### config.mk
export PLATFORM = sky130hd
export DESIGN_NAME = trb_seq
export DESIGN_NICKNAME = d
export VERILOG_FILES = /design/src/rtl/trb_pkg.sv /design/src/rtl/trb_bitop.sv /design/src/rtl/trb_agen.sv /design/src/rtl/trb_ctrl.sv /design/src/rtl/trb_seq.sv
export SDC_FILE = /design/constraint.sdc
export NUM_CORES = 1
export LEC_CHECK = 0
export BUFFER_PORTS_ARGS = -buffer_cell sky130_fd_sc_hd__buf_2
export CELL_PAD_IN_SITES_DETAIL_PLACEMENT = 0
export CELL_PAD_IN_SITES_GLOBAL_PLACEMENT = 1
export CORE_MARGIN = 5
export CORE_UTILIZATION = 40
export DETAILED_ROUTE_END_ITERATION = 8
export PLACE_DENSITY_LB_ADDON = 0.1
export RECOVER_POWER = 25
export SLEW_MARGIN = 30
export SYNTH_ARGS = -nofsm -noshare
export SYNTH_HDL_FRONTEND = slang
export SYNTH_SLANG_ARGS = --single-unit
### constraint.sdc
create_clock -name clk -period 4.5 [get_ports clk]
set_clock_uncertainty 0.1 [all_clocks]
set_input_delay 0.9 -clock clk [delete_from_list [all_inputs] [get_ports clk]]
set_output_delay 0.9 -clock clk [all_outputs]
set_load 0.005 [all_outputs]
### src/rtl/trb_pkg.sv
package trb_pkg;
   localparam int BYTE_W = 8;
   localparam int LANES  = 2;
   localparam int WORD_W = BYTE_W * LANES;

   typedef enum logic [3:0] {
      ST_IDLE,
      ST_OPC,   // opcode fetch
      ST_ADL,   // first operand byte (low address or offset)
      ST_ADH,   // high address byte, absolute form only
      ST_DPW,   // direct-page base misaligned: bus idle
      ST_RDL,   // operand low byte
      ST_RDH,   // operand high byte, wide only
      ST_MOD,   // internal modify cycle: bus idle
      ST_WRH,   // write high byte, wide only
      ST_WRL    // write low byte, last access
   } trb_state_e;
endpackage

### src/rtl/trb_bitop.sv
module trb_bitop
   import trb_pkg::*;
#(
   parameter int LANE_W = BYTE_W,
   parameter int NLANE  = LANES
) (
   input  logic [LANE_W*NLANE-1:0] acc,
   input  logic [LANE_W*NLANE-1:0] opnd,
   input  logic                    wide,
   output logic [LANE_W*NLANE-1:0] res,
   output logic                    zero
);
   logic [NLANE-1:0] hit;

   for (genvar l = 0; l < NLANE; l++) begin : g_lane
      logic [LANE_W-1:0] a_l;
      logic [LANE_W-1:0] m_l;
      assign a_l = acc[l*LANE_W +: LANE_W];
      assign m_l = opnd[l*LANE_W +: LANE_W];
      assign res[l*LANE_W +: LANE_W] = m_l & ~a_l;
      if (l == 0) begin : g_base
         assign hit[l] = |(a_l & m_l);
      end else begin : g_upper
         assign hit[l] = wide & (|(a_l & m_l));
      end
   end

   assign zero = ~|hit;
endmodule

### src/rtl/trb_agen.sv
module trb_agen
   import trb_pkg::*;
#(
   parameter int ADDR_W = 16
) (
   input  trb_state_e        state,
   input  logic [ADDR_W-1:0] pc_q,
   input  logic [ADDR_W-1:0] ea_q,
   input  logic [ADDR_W-1:0] dp_q,
   input  logic [BYTE_W-1:0] lo_q,
   input  logic [BYTE_W-1:0] rdata,
   input  logic              abs_mode,
   output logic [ADDR_W-1:0] addr,
   output logic              rd,
   output logic              wr,
   output logic [ADDR_W-1:0] ea_d
);
   localparam logic [ADDR_W-1:0] ONE = ADDR_W'(1);
   localparam logic [ADDR_W-1:0] TWO = ADDR_W'(2);

   logic [ADDR_W-1:0] ea_p1;
   assign ea_p1 = ea_q + ONE;

   // absolute: {high byte on bus, latched low byte}; direct: base + offset
   assign ea_d = abs_mode ? ADDR_W'({rdata, lo_q})
                          : dp_q + ADDR_W'(rdata);

   always_comb begin
      addr = '0;
      rd   = 1'b0;
      wr   = 1'b0;
      unique case (state)
         ST_OPC: begin addr = pc_q;        rd = 1'b1; end
         ST_ADL: begin addr = pc_q + ONE;  rd = 1'b1; end
         ST_ADH: begin addr = pc_q + TWO;  rd = 1'b1; end
         ST_RDL: begin addr = ea_q;        rd = 1'b1; end
         ST_RDH: begin addr = ea_p1;       rd = 1'b1; end
         ST_WRH: begin addr = ea_p1;       wr = 1'b1; end
         ST_WRL: begin addr = ea_q;        wr = 1'b1; end
         default: ;
      endcase
   end
endmodule

### src/rtl/trb_ctrl.sv
module trb_ctrl
   import trb_pkg::*;
(
   input  logic       clk,
   input  logic       rst_n,
   input  logic       start,
   input  logic       opc_ok,
   input  logic       abs_mode,
   input  logic       dp_nz,
   input  logic       wide,
   output trb_state_e state_q,
   output logic       done_q
);
   trb_state_e state_d;
   logic       done_d;

   always_comb begin
      state_d = state_q;
      unique case (state_q)
         ST_IDLE: if (start) state_d = ST_OPC;
         ST_OPC:  state_d = opc_ok ? ST_ADL : ST_IDLE;
         ST_ADL:  state_d = abs_mode ? ST_ADH : (dp_nz ? ST_DPW : ST_RDL);
         ST_ADH:  state_d = ST_RDL;
         ST_DPW:  state_d = ST_RDL;
         ST_RDL:  state_d = wide ? ST_RDH : ST_MOD;
         ST_RDH:  state_d = ST_MOD;
         ST_MOD:  state_d = wide ? ST_WRH : ST_WRL;
         ST_WRH:  state_d = ST_WRL;
         ST_WRL:  state_d = ST_IDLE;
         default: state_d = ST_IDLE;
      endcase
   end

   assign done_d = (state_q == ST_WRL) || ((state_q == ST_OPC) && !opc_ok);

   always_ff @(posedge clk or negedge rst_n) begin
      if (!rst_n) begin
         state_q <= ST_IDLE;
         done_q  <= 1'b0;
      end else begin
         state_q <= state_d;
         done_q  <= done_d;
      end
   end
endmodule

### src/rtl/trb_seq.sv
module trb_seq
   import trb_pkg::*;
#(
   parameter int          ADDR_W  = 16,
   parameter int          FLAG_W  = 8,
   parameter int          ZF_POS  = 1,
   parameter logic [7:0]  OPC_ABS = 8'h1C,
   parameter logic [7:0]  OPC_DIR = 8'h14
) (
   input  logic              clk,
   input  logic              rst_n,
   input  logic              start,
   input  logic              narrow,
   input  logic [WORD_W-1:0] acc_in,
   input  logic [ADDR_W-1:0] dp_in,
   input  logic [ADDR_W-1:0] pc_in,
   input  logic [FLAG_W-1:0] flags_in,
   input  logic [BYTE_W-1:0] mem_rdata,
   output logic [ADDR_W-1:0] mem_addr,
   output logic              mem_rd,
   output logic              mem_wr,
   output logic [BYTE_W-1:0] mem_wdata,
   output logic              done,
   output logic [FLAG_W-1:0] flags_out
);
   if (ADDR_W < WORD_W) begin : g_bad_addr_w
      $error("trb_seq: ADDR_W must hold a two-byte address");
   end
   if (ZF_POS < 0 || ZF_POS >= FLAG_W) begin : g_bad_zf_pos
      $error("trb_seq: ZF_POS outside the status byte");
   end
   if (OPC_ABS == OPC_DIR) begin : g_bad_opc
      $error("trb_seq: the two opcode values must differ");
   end

   trb_state_e        state_q;
   logic              busy_w;
   logic              opc_ok;
   logic              abs_q;
   logic              wide_q;
   logic [WORD_W-1:0] acc_q;
   logic [ADDR_W-1:0] dp_q;
   logic [ADDR_W-1:0] pc_q;
   logic [ADDR_W-1:0] ea_q;
   logic [ADDR_W-1:0] ea_d;
   logic [BYTE_W-1:0] lo_q;
   logic [WORD_W-1:0] dat_q;
   logic [WORD_W-1:0] res_q;
   logic [WORD_W-1:0] res_d;
   logic              zero_d;
   logic [FLAG_W-1:0] flg_q;

   assign busy_w = (state_q != ST_IDLE);
   assign opc_ok = (mem_rdata == OPC_ABS) || (mem_rdata == OPC_DIR);

   trb_ctrl u_ctrl (
      .clk      (clk),
      .rst_n    (rst_n),
      .start    (start),
      .opc_ok   (opc_ok),
      .abs_mode (abs_q),
      .dp_nz    (dp_q[BYTE_W-1:0] != '0),
      .wide     (wide_q),
      .state_q  (state_q),
      .done_q   (done)
   );

   trb_agen #(.ADDR_W(ADDR_W)) u_agen (
      .state    (state_q),
      .pc_q     (pc_q),
      .ea_q     (ea_q),
      .dp_q     (dp_q),
      .lo_q     (lo_q),
      .rdata    (mem_rdata),
      .abs_mode (abs_q),
      .addr     (mem_addr),
      .rd       (mem_rd),
      .wr       (mem_wr),
      .ea_d     (ea_d)
   );

   trb_bitop #(.LANE_W(BYTE_W), .NLANE(LANES)) u_bitop (
      .acc  (acc_q),
      .opnd (dat_q),
      .wide (wide_q),
      .res  (res_d),
      .zero (zero_d)
   );

   always_ff @(posedge clk or negedge rst_n) begin
      if (!rst_n) begin
         abs_q  <= 1'b0;
         wide_q <= 1'b0;
         acc_q  <= '0;
         dp_q   <= '0;
         pc_q   <= '0;
         ea_q   <= '0;
         lo_q   <= '0;
         dat_q  <= '0;
         res_q  <= '0;
         flg_q  <= '0;
      end else begin
         unique case (state_q)
            ST_IDLE: if (start) begin
               acc_q  <= acc_in;
               dp_q   <= dp_in;
               pc_q   <= pc_in;
               wide_q <= ~narrow;
               flg_q  <= flags_in;
            end
            ST_OPC: abs_q <= (mem_rdata == OPC_ABS);
            ST_ADL: begin
               lo_q <= mem_rdata;
               if (!abs_q) ea_q <= ea_d;
            end
            ST_ADH: ea_q <= ea_d;
            ST_RDL: dat_q <= {{BYTE_W{1'b0}}, mem_rdata};
            ST_RDH: dat_q[WORD_W-1:BYTE_W] <= mem_rdata;
            ST_MOD: begin
               res_q         <= res_d;
               flg_q[ZF_POS] <= zero_d;
            end
            default: ;
         endcase
      end
   end

   always_comb begin
      mem_wdata = '0;
      if (state_q == ST_WRH) mem_wdata = res_q[WORD_W-1:BYTE_W];
      else if (state_q == ST_WRL) mem_wdata = res_q[BYTE_W-1:0];
   end

   assign flags_out = flg_q;
endmodule

After elaboration in Yosys (flattened, before gate mapping)

Index checks and enable logic that the tools add are counted.

Bits of input ports: 68
Register bits after elaboration: 119
Output and inout bits: 35
Logic and storage cells: 77

Add/sub/neg operators: 4
Mux-type cells: 18
Equality and inequality tests: 13
Bitwise gates (word level): 8
Reductions and logical operators: 20

Operators by type and width:

| kind                    | number |
|---|---|
| $pmux W16 S5            | 1 |
| $add A16 B1 Y16 const B | 2 |
| $and A8 B8 Y8           | 4 |
| $mux W16                | 2 |
| $pmux W16 S2            | 1 |
| $pmux W4 S8             | 1 |
| $add A16 B2 Y16 const B | 1 |
| $add A16 B8 Y16         | 1 |
| $eq A4 B3 Y1 const B    | 4 |
| $eq A8 B5 Y1 const B    | 2 |
| $mux W8                 | 2 |
| $not A8 Y8              | 2 |
| $pmux W8 S2             | 1 |
| $reduce_or A9 Y1        | 1 |
| $eq A4 B2 Y1 const B    | 2 |
| $eq A4 B4 Y1 const B    | 2 |
| $mux W4                 | 2 |
| $reduce_bool A8 Y1      | 1 |
| $reduce_or A2 Y1        | 4 |
| $reduce_or A8 Y1        | 1 |
| $reduce_and A2 Y1       | 3 |
| $reduce_bool A2 Y1      | 3 |
| $mux W1                 | 5 |
| $reduce_or A5 Y1        | 1 |
| other kinds (10)        | 14 |

Logic depth before layout (Yosys ltp)

Gate-level depths: netlist (run 1).

Depth after elaboration: 6
Mapped depth: 13
Gate-level depth less buffers: 10

By module

Synthesis (run 1) repeated with hierarchy kept, for this count alone.

Cell total of the unflattened synthesis: 668
Area, all modules: 7085.5 µm²

Modules (own cells, without submodules):

| module    | area each (µm²) | cells an instance | sequential area each (µm²) | times used |
|---|---|---|---|---|
| trb_seq   | 4608.2          | 299               | 2852.7                     | 1 |
| trb_agen  | 2014.4          | 313               | 0.0                        | 1 |
| trb_ctrl  | 266.5           | 28                | 125.1                      | 1 |
| trb_bitop | 196.4           | 28                | 0.0                        | 1 |

Worst setup path before layout (run 1)

Ideal clock, no wire load.

Kind: register to output
From: reg u_ctrl.state_q[1]
To: out mem_addr[8]
Required time: 3.500 ns
Stages on the path, launching flop included: 13
Slack: 0.521 ns
Arrival: 2.979 ns
Cells stage by stage: dfrtp_1 > buf_6 > nor4b_4 > nor2_2 > clkbuf_1 > mux2_2 > ha_1 > inv_1 > nor3_1 > nand3_4 > o32a_1 > o21a_1 > a211o_1

Word-level cells in the longest chain between the ends: 3
Elaborated cells on any way between the ends: 10

Ends and longest elaborated chain:

| what                                         | line           | source |
|---|---|---|
| from (decl)                                  | trb_ctrl.sv:11 | `output trb_state_e state_q,` |
| from (signal assigned)                       | trb_ctrl.sv:41 | `state_q <= state_d;` |
| $eq A4 B4 Y1 or $eq A4 B3 Y1 (tied branches) | trb_agen.sv:32 | `unique case (state)` |
| $reduce_or A2 Y1 (no line)                   | --             |  |
| $pmux W16 S5 (*)                             | trb_agen.sv:32 |  |
| to (decl)                                    | trb_seq.sv:19  | `output logic [ADDR_W-1:0] mem_addr,` |

Every way passes the cells marked *; elsewhere a longest branch is shown, timed or not.

Worst setup path after layout (run 1)

From: reg u_ctrl.state_q[3]
To: out mem_addr[12]

Same word-level chain as after synthesis.

==> results of run 1 <==
metal layers:
layer,track usage,share of wire
met3,0.04517,0.045
met5,0,0
met4,0.06385,0.014
met2,0.2838,0.45
met1,0.2757,0.49
final cells by class:
cell class	count	area (um^2)
inverter	9	33.78
fill	1580	8447
tap	220	275.3
timing repair buffer	118	630.6
sequential	119	2980
multi-input combinational	498	3505
clock inverter	12	151.4
clock buffer	19	442.9
power groups by stage:
stage / Combinational (mW) / Sequential (mW) / Clock, mW
finish: 2.58 / 2.16 / 1.38
global route: 2.89 / 2.24 / 1.46
CTS: 2.60 / 2.15 / 1.42
detailed placement: 2.58 / 2.17 / 0
global placement: 2.52 / 2.15 / 0
floorplan: 1.97 / 1.94 / 0
critical path, stage by stage (launching register included):
cell and delay (ps):
dfrtp_2 540, nor4bb_2 380, buf_4 290, o211ai_1 180, a211oi_1 340, nand3_1 260
nor3_2 320, xnor2_1 120, o221ai_1 270, buf_2 170
registers in the layout, indices dropped and copies added (netlist names):
name	cells
pc_q	16
abs_q	1
wide_q	1
dat_q	16
res_q	16
dp_q	16
acc_q	16
flags_out	8
u_ctrl.state_q	4
lo_q	8
ea_q	16
u_ctrl.done_q	1
placed cells by master (no fill, tap or decap), drive strengths merged, types with 14 or more instances in the layout:
cell type and count:
dfrtp 119, buf 117, nand2 99, mux2 68, o21ai 39, nor2 36
xor2 26, a21oi 24, mux2i 23, nand2b 20, clkbuf 20, nor3 18
o221ai 15, nand3 14
logic make-up after synthesis:
group | count (synthesis) | share of synthesized area
muxes | 91 | 0.1495
DFF | 119 | 0.4469
xor gates and xnor gates | 39 | 0.05127
adders and majority gates | 11 | 0.02178
and+or+nand+nor | 225 | 0.1694
AOI/OAI and AO/OA | 132 | 0.1324
buffers and inverters | 47 | 0.02873
repair_timing:
item                       in CTS  in global routing
setup buffers                   0                  0
gates resized for setup         0                  1
setup endpoints to repair       0                  6
stage by stage:
step | cells | power (mW) | cell area (um^2)
floorplan | 664 | 3.904 | 6663
global placement | 964 | 4.675 | 7425
detailed placement | 964 | 4.753 | 7425
CTS | 995 | 6.169 | 8019
global route | 995 | 6.590 | 8019
finish | 995 | 6.125 | 8019
final timing paths:
kind	slack, ps	end	cells after the start
worst max-delay path	220	mem_addr[12]	9
worst min-delay path	370	lo_q[2]$_DFFE_PN0P_	2
worst max register to register	1830	ea_q[7]$_DFFE_PN0P_	7
worst min register to register	370	lo_q[2]$_DFFE_PN0P_	2
max in group asynchronous	2060	dat_q[8]$_DFFE_PN0P_	2
min in group asynchronous	860	pc_q[7]$_DFFE_PN0P_	1
==> results.py, run 1 <==
metrics = {
    "status": {
        "outcome": "finished, violations left",
        "violations": "capacitance limit, slew limit",
    },
    "global_routing": {
        "gr-total-overflow": 0,
        "grt_use_total": 0.1912,
        "grt_max_degree": 71,
        "grt_pass1_vias": 5530,
        "grt_pass1_wl_um": 29600,
        "antenna_found_initial": 0,
    },
    "cells_and_area": {
        "layout-drive-gt1-share": 0.3058,
        "antenna_cells": 0,
        "fin_util": 0.4870,
        "fin_nets": 842,
        "synthToLayoutAreaGrowth_pct": 20.36,
    },
    "yosys": {
        "avgSynthCellArea_um2": 10.03,
        "syn_inst": 664,
        "ys_warn_count": 0,
        "synthFlopType": "dfrtp_1",
        "synth.top_cell.area_share": 0.4469,
        "ys_types": 66,
        "synthesis.area_um2": 6663,
        "yosysMostFrequentCell": "dfrtp_1",
        "synthTopCellsByCount": "dfrtp_1 (119), nand2_1 (99), mux2_2 (68)",
        "seq_area_frac_synth": 0.4469,
        "synth-edff-count": 0,
        "ys_ff_latch": 119,
        "async_flop_share": 1.000,
        "synth_top_area_cell": "dfrtp_1",
        "ys_top_cells_by_area": "dfrtp_1 (45%), mux2_2 (11%), nand2_1 (5.6%)",
        "synth_nets": 743,
    },
    "placed_design": {
        "preCtsSetupSlack_ps": 560.2,
        "hpwl_um": 13150,
        "portBuffers": 102,
        "place.gp.congestion": 0.8195,
    },
    "power_and_ir_drop": {
        "leakagePower_nw": 3.567,
        "vdd_drop_max_v": 0.0003701,
        "p_int_mw": 3.735,
        "clock_power_share": 0.226,
        "p_comb_frac": 0.421,
        "p_per_area_nw_per_um2": 763.9,
        "p_sw_mw": 2.390,
        "switching_share": 0.3903,
        "p_seq_frac": 0.353,
    },
    "sta": {
        "finalSetupTns_ps": 0,
        "fmax_mhz": 233.5,
        "setup_slack_ps": 216.9,
        "hold_viol_final": 0,
        "layout_min_cycle_time_ps": 4283,
        "finalMaxSlewViolations": 71,
        "fin_hold_ws_ps": 372.3,
        "fin_crit_sh": 0.9518,
        "setup_viol": 0,
        "slew_headroom": -0.1837,
        "tightest_slew_ps": 1776,
        "rsz0062_at_grt": "no",
    },
    "detailed_routing": {
        "totalWireLength_um": 18170,
        "vias": 5317,
        "routedWlPerCell_um": 18.26,
        "drc": 0,
        "routed_via_density": 5.344,
        "ant_nets": 0,
        "firstDrtPassIters": 5,
        "dr.first_iter.drc_count": 324,
    },
    "setup_path": {
        "cp-startpoint": "u_ctrl.state_q[3]$_DFFE_PN0P_",
        "cp-end-kind": "output port",
        "crit_type": "flip-flop to output port",
        "critical_path.max_fanout": 18,
        "critPathLaunchType": "flip-flop",
        "timing.rr.start": "u_ctrl.state_q[2]$_DFFE_PN0P_",
        "crit_arrival_ps": 3280,
        "required_ps": 3500,
    },
    "clock_tree": {
        "cts_max_path_buffers": 2,
        "clkSlewWorstSetupHoldPaths_ps": 50,
        "cts_hold_buf": 0,
        "clock-root-buffer": "clkbuf_16",
        "worstSkewPairLatency_ps": 420,
        "cts_buffers": 17,
        "cts_tree": "yes",
        "ctsHtreeMaxLevel": 4,
        "cts_sinks": 119,
    },
    "worst_hold_path": {
        "worstHoldStart": "lo_q[2]$_DFFE_PN0P_",
        "hp-class": "flip-flop to flip-flop",
    },
    "die": {
        "core_um2": 16470,
        "initial_utilization": 0.4046,
        "die_area_um2": 19340,
        "die_x_um": 139.1,
        "num_rows": 47,
        "die_y_um": 139.1,
        "io_pins": 103,
    },
    "job": {
        "maxCapViolCount": 1,
    },
}
(Power assumes the default switching activity.)
==> run 2: changes to the inputs <==
--- a/config.mk
+++ b/config.mk
@@ -13,6 +13,7 @@
 export DETAILED_ROUTE_END_ITERATION = 8
 export PLACE_DENSITY_LB_ADDON = 0.1
 export RECOVER_POWER = 25
+export REMOVE_ABC_BUFFERS = 1
 export SLEW_MARGIN = 30
 export SYNTH_ARGS = -nofsm -noshare
 export SYNTH_HDL_FRONTEND = slang
==> results.py, run 2 (synthesized netlist as in run 1, its figures left out) <==
metrics = {
    "die": {
        "core_um2": 16470,
        "die_y_um": 139.1,
        "io_pins": 103,
        "die_area_um2": 19340,
        "num_rows": 47,
        "initial_utilization": 0.4046,
        "die_x_um": 139.1,
    },
    "clock_tree": {
        "cts_buffers": 17,
        "clkSlewWorstSetupHoldPaths_ps": 60,
        "cts_sinks": 119,
        "clock-root-buffer": "clkbuf_16",
        "cts_hold_buf": 0,
        "worstSkewPairLatency_ps": 420,
        "ctsHtreeMaxLevel": 4,
        "cts_max_path_buffers": 2,
        "cts_tree": "yes",
    },
    "placed_design": {
        "place_area_um2": 7430,
        "place.gp.congestion": 0.8898,
        "dp.cells": 963,
        "preCtsSetupSlack_ps": 536.5,
        "hpwl_um": 13230,
        "portBuffers": 102,
    },
    "cells_and_area": {
        "antenna_cells": 0,
        "fin_nets": 841,
        "layout-drive-gt1-share": 0.3045,
        "final_cell_area_um2": 8020,
        "final_cell_mix": "dfrtp_1 (118), buf_2 (101), nand2_1 (99)",
        "fin_cells": 995,
        "final_common_cell": "dfrtp_1",
        "nFillCells": 1578,
        "synthToLayoutAreaGrowth_pct": 20.38,
    },
    "global_routing": {
        "grt_max_degree": 62,
        "gr-total-overflow": 0,
        "grt_pass1_wl_um": 29830,
        "grt_pass1_vias": 5493,
        "grt_use_total": 0.1916,
        "antenna_found_initial": 0,
    },
    "sta": {
        "fmax_mhz": 234.6,
        "rsz0062_at_grt": "no",
        "slew_headroom": -0.04632,
        "layout_min_cycle_time_ps": 4262,
        "setup_slack_ps": 238.3,
        "setup_viol": 0,
        "fin_crit_sh": 0.9471,
        "finalSetupTns_ps": 0,
        "tightest_slew_ps": 1569,
        "finalMaxSlewViolations": 122,
        "hold_viol_final": 0,
    },
    "detailed_routing": {
        "drc": 0,
        "dr.first_iter.drc_count": 343,
        "firstDrtPassIters": 5,
        "routedWlPerCell_um": 18.24,
        "vias": 5274,
        "totalWireLength_um": 18150,
        "ant_nets": 0,
        "routed_via_density": 5.301,
    },
    "power_and_ir_drop": {
        "p_seq_frac": 0.352,
        "vdd_drop_max_v": 0.0003515,
        "leakagePower_nw": 3.560,
        "clock_power_share": 0.223,
        "p_int_mw": 3.715,
        "switching_share": 0.3923,
        "fin_total_pwr_mw": 6.113,
        "p_per_area_nw_per_um2": 762.2,
        "p_comb_frac": 0.425,
        "p_sw_mw": 2.398,
    },
    "status": {
        "violations": "capacitance limit, slew limit",
        "outcome": "finished, violations left",
    },
    "setup_path": {
        "crit_arrival_ps": 3260,
        "critPathLaunchType": "flip-flop",
        "cp-end-kind": "output port",
        "critical_path.max_fanout": 29,
        "required_ps": 3500,
        "crit_type": "flip-flop to output port",
    },
    "job": {
        "maxCapViolCount": 2,
    },
    "worst_hold_path": {
        "hp-class": "flip-flop to flip-flop",
    },
}
## run 2: routing by layer
layer  vias to the layer above  global-route usage  routed length [um]
met1                      2558              0.2730                8911
met3                        12             0.04448                 796
met5                         -                   0                   0
met4                         0             0.04428                 166
met2                       129              0.2979                8275
li1                       2575                   -                   -
## run 2: final cells by class
class	instances	area, um^2	share of cell area
Clock buffer	22	474.2	0.05913
Timing Repair Buffer	117	620.6	0.07738
Inverter	9	33.78	0.004212
Sequential cell	119	2979	0.3715
Clock inverter	10	118.9	0.01482
Tap cell	220	275.3	0.03432
Multi-Input combinational cell	498	3518	0.4387
## run 2: what timing repair did
action	4_1_cts	5_1_grt
setup endpoints to repair	0	4
resized for setup	0	3
hold endpoints to repair	0	0
buffers inserted	0	0
## run 2: power by group through the flow
stage          Combinational [mW]  Sequential, mW  Clock [mW]
6_report                     2.60            2.15        1.36
5_1_grt                      2.90            2.23        1.44
4_1_cts                      2.61            2.15        1.40
3_5_place_dp                 2.59            2.16           0
3_3_place_gp                 2.54            2.15           0
2_1_floorplan                1.81            2.03           0
## run 2: through the flow
step | hold slack, ps | utilization
after floorplan | 345.4 | -
after global placement | 357.8 | 0.4512
after detailed placement | 363.7 | 0.4512
after CTS | 377.9 | 0.4872
after global routing | 401.2 | 0.4871
final | 372.3 | 0.4871
## run 2: final timing paths
kind,startpoint,endpoint,slack (ps),cells after the start
max in group asynchronous,rst_n,dp_q[5]$_DFFE_PN0P_,1330,2
worst min-delay path,lo_q[5]$_DFFE_PN0P_,lo_q[5]$_DFFE_PN0P_,370,2
worst max-delay path,u_ctrl.state_q[0]$_DFFE_PN0P_,mem_addr[8],240,9
worst min register to register,lo_q[5]$_DFFE_PN0P_,lo_q[5]$_DFFE_PN0P_,370,2
min in group asynchronous,rst_n,pc_q[7]$_DFFE_PN0P_,740,1
worst max register to register,u_ctrl.state_q[0]$_DFFE_PN0P_,dat_q[14]$_DFFE_PN0P_,1770,5
## run 2: critical path: stages (launching register included)
cell and delay (ps):
dfrtp_1 470, buf_4 390, nand4bb_1 340, a21oi_1 170, nor4_4 400, nand3_4 170
o32a_1 370, o21a_1 170, a211o_1 230, buf_2 130
==> run 3: changes to the inputs <==
==> constraint.sdc (replaced) <==
create_clock -name clk -period 4.5 [get_ports clk]
set_clock_uncertainty 0.1 [all_clocks]
set_input_delay 0.225 -clock clk [delete_from_list [all_inputs] [get_ports clk]]
set_output_delay 0.225 -clock clk [all_outputs]
set_load 0.005 [all_outputs]
==> results.py, run 3 (synthesized netlist as in run 1, its figures left out) <==
metrics = {
    "status": {
        "outcome": "finished, violations left",
        "violations": "capacitance limit, slew limit",
    },
    "die": {
        "die_x_um": 139.1,
        "initial_utilization": 0.4046,
        "io_pins": 103,
        "die_y_um": 139.1,
        "num_rows": 47,
        "die_area_um2": 19340,
        "core_um2": 16470,
    },
    "placed_design": {
        "place.gp.congestion": 0.8301,
        "dp.cells": 960,
        "portBuffers": 102,
        "hpwl_um": 13160,
        "preCtsSetupSlack_ps": 849.1,
    },
    "clock_tree": {
        "worstSkewPairLatency_ps": 410,
        "cts_max_path_buffers": 2,
        "cts_hold_buf": 57,
        "ctsHtreeMaxLevel": 4,
        "cts_buffers": 17,
        "cts_tree": "yes",
        "clock-root-buffer": "clkbuf_16",
        "clkSlewWorstSetupHoldPaths_ps": 50,
        "cts_sinks": 119,
        "cts_setup_buffers": 0,
        "cts_resized": 0,
    },
    "sta": {
        "hold_viol_final": 0,
        "fin_crit_sh": 0.9032,
        "setup_slack_ps": 435.7,
        "setup_viol": 0,
        "layout_min_cycle_time_ps": 4064,
        "tightest_slew_ps": 3028,
        "finalMaxSlewViolations": 54,
        "slew_headroom": -1.019,
        "fmax_mhz": 246.0,
        "rsz0062_at_grt": "no",
        "finalSetupTns_ps": 0,
    },
    "global_routing": {
        "grt_max_degree": 54,
        "grt_pass1_vias": 5577,
        "grt_pass1_wl_um": 30610,
        "antenna_found_initial": 0,
        "grt_use_total": 0.1963,
        "gr-total-overflow": 0,
    },
    "cells_and_area": {
        "synthToLayoutAreaGrowth_pct": 28.17,
        "fin_util": 0.5186,
        "fin_cells": 1049,
        "fin_nets": 895,
        "seqCellArea_um2": 2979,
        "final_common_cell": "dfrtp_1",
        "nFillCells": 1573,
        "multi_input_area_um2": 3508,
        "final_cell_mix": "dfrtp_1 (118), nand2_1 (99), buf_2 (95)",
        "layout-drive-gt1-share": 0.2714,
        "antenna_cells": 0,
    },
    "detailed_routing": {
        "ant_nets": 0,
        "dr.first_iter.drc_count": 353,
        "routed_via_density": 5.282,
        "totalWireLength_um": 18500,
        "firstDrtPassIters": 5,
        "drc": 0,
        "vias": 5541,
        "routedWlPerCell_um": 17.64,
    },
    "job": {
        "maxCapViolCount": 1,
    },
    "power_and_ir_drop": {
        "p_per_area_nw_per_um2": 715.5,
        "fin_total_pwr_mw": 6.110,
        "leakagePower_nw": 3.753,
        "vdd_drop_max_v": 0.0004249,
    },
    "setup_path": {
        "r2r_setup_slack_ps": 1540,
        "crit_type": "flip-flop to output port",
        "crit_arrival_ps": 3740,
        "cp-end-kind": "output port",
        "critical_path.max_fanout": 18,
        "critPathLaunchType": "flip-flop",
        "required_ps": 4180,
    },
    "worst_hold_path": {
        "hp-class": "input port to flip-flop",
    },
}
## run 3: cell count changes in the layout (fill, tap and decap cells not counted), sizes merged
cell,previous run,this run
buf,115,106
inv,11,12
dlygate4sd3,0,57
clkinv,3,2
clkbuf,24,30
## run 3: routing by layer
metal | global-route usage | vias to the layer above | part of all wire
li1 | - | 2692 | -
met1 | 0.2821 | 2700 | 0.48
met2 | 0.3038 | 134 | 0.47
met3 | 0.04310 | 15 | 0.043
met4 | 0.04737 | 0 | 0.0089
met5 | 0 | - | 0
## run 3: stage by stage
step	hold WS [ps]	area, um^2
global route	15.60	8539
finish	20.53	8539
floorplan	-170.6	6505
global placement	216.9	7395
CTS	9.613	8553
detailed placement	236.7	7400
## run 3: critical path, stage by stage, from the launching register on
cell     delay, ps
dfrtp_1        710
nor4b_4        650
nor2_2         110
mux2_2         260
ha_1           140
inv_1           60
nor3_1         370
nand3_4        160
o32a_1         350
o21a_1         170
a211o_1        210
buf_2          130
## run 3: final cells by class
type / count / area share
clock buffer: 22 / 0.05436
multi-input combinational: 498 / 0.4108
timing repair buffer: 171 / 0.1358
inverter: 9 / 0.003956
clock inverter: 10 / 0.01392
sequential: 119 / 0.3489
tap: 220 / 0.03223
## run 3: final timing paths
kind / from / endpoint / cells past startpoint
max: u_ctrl.state_q[3]$_DFFE_PN0P_ / mem_addr[8] / 11
min: flags_in[1] / flags_out[1]$_DFFE_PN0P_ / 3
max reg2reg: u_ctrl.state_q[0]$_DFFE_PN0P_ / dat_q[9]$_DFFE_PN0P_ / 6
min reg2reg: lo_q[2]$_DFFE_PN0P_ / lo_q[2]$_DFFE_PN0P_ / 2
max in group asynchronous: rst_n / ea_q[0]$_DFFE_PN0P_ / 3
min in group asynchronous: rst_n / pc_q[7]$_DFFE_PN0P_ / 2
## run 3: where the power goes
part           internal, mW  switching, mW  total (mW)
Sequential             1.61          0.588        2.19
Clock                 0.848          0.504        1.35
Combinational          1.26           1.31        2.56
Total                  3.71           2.40        6.11
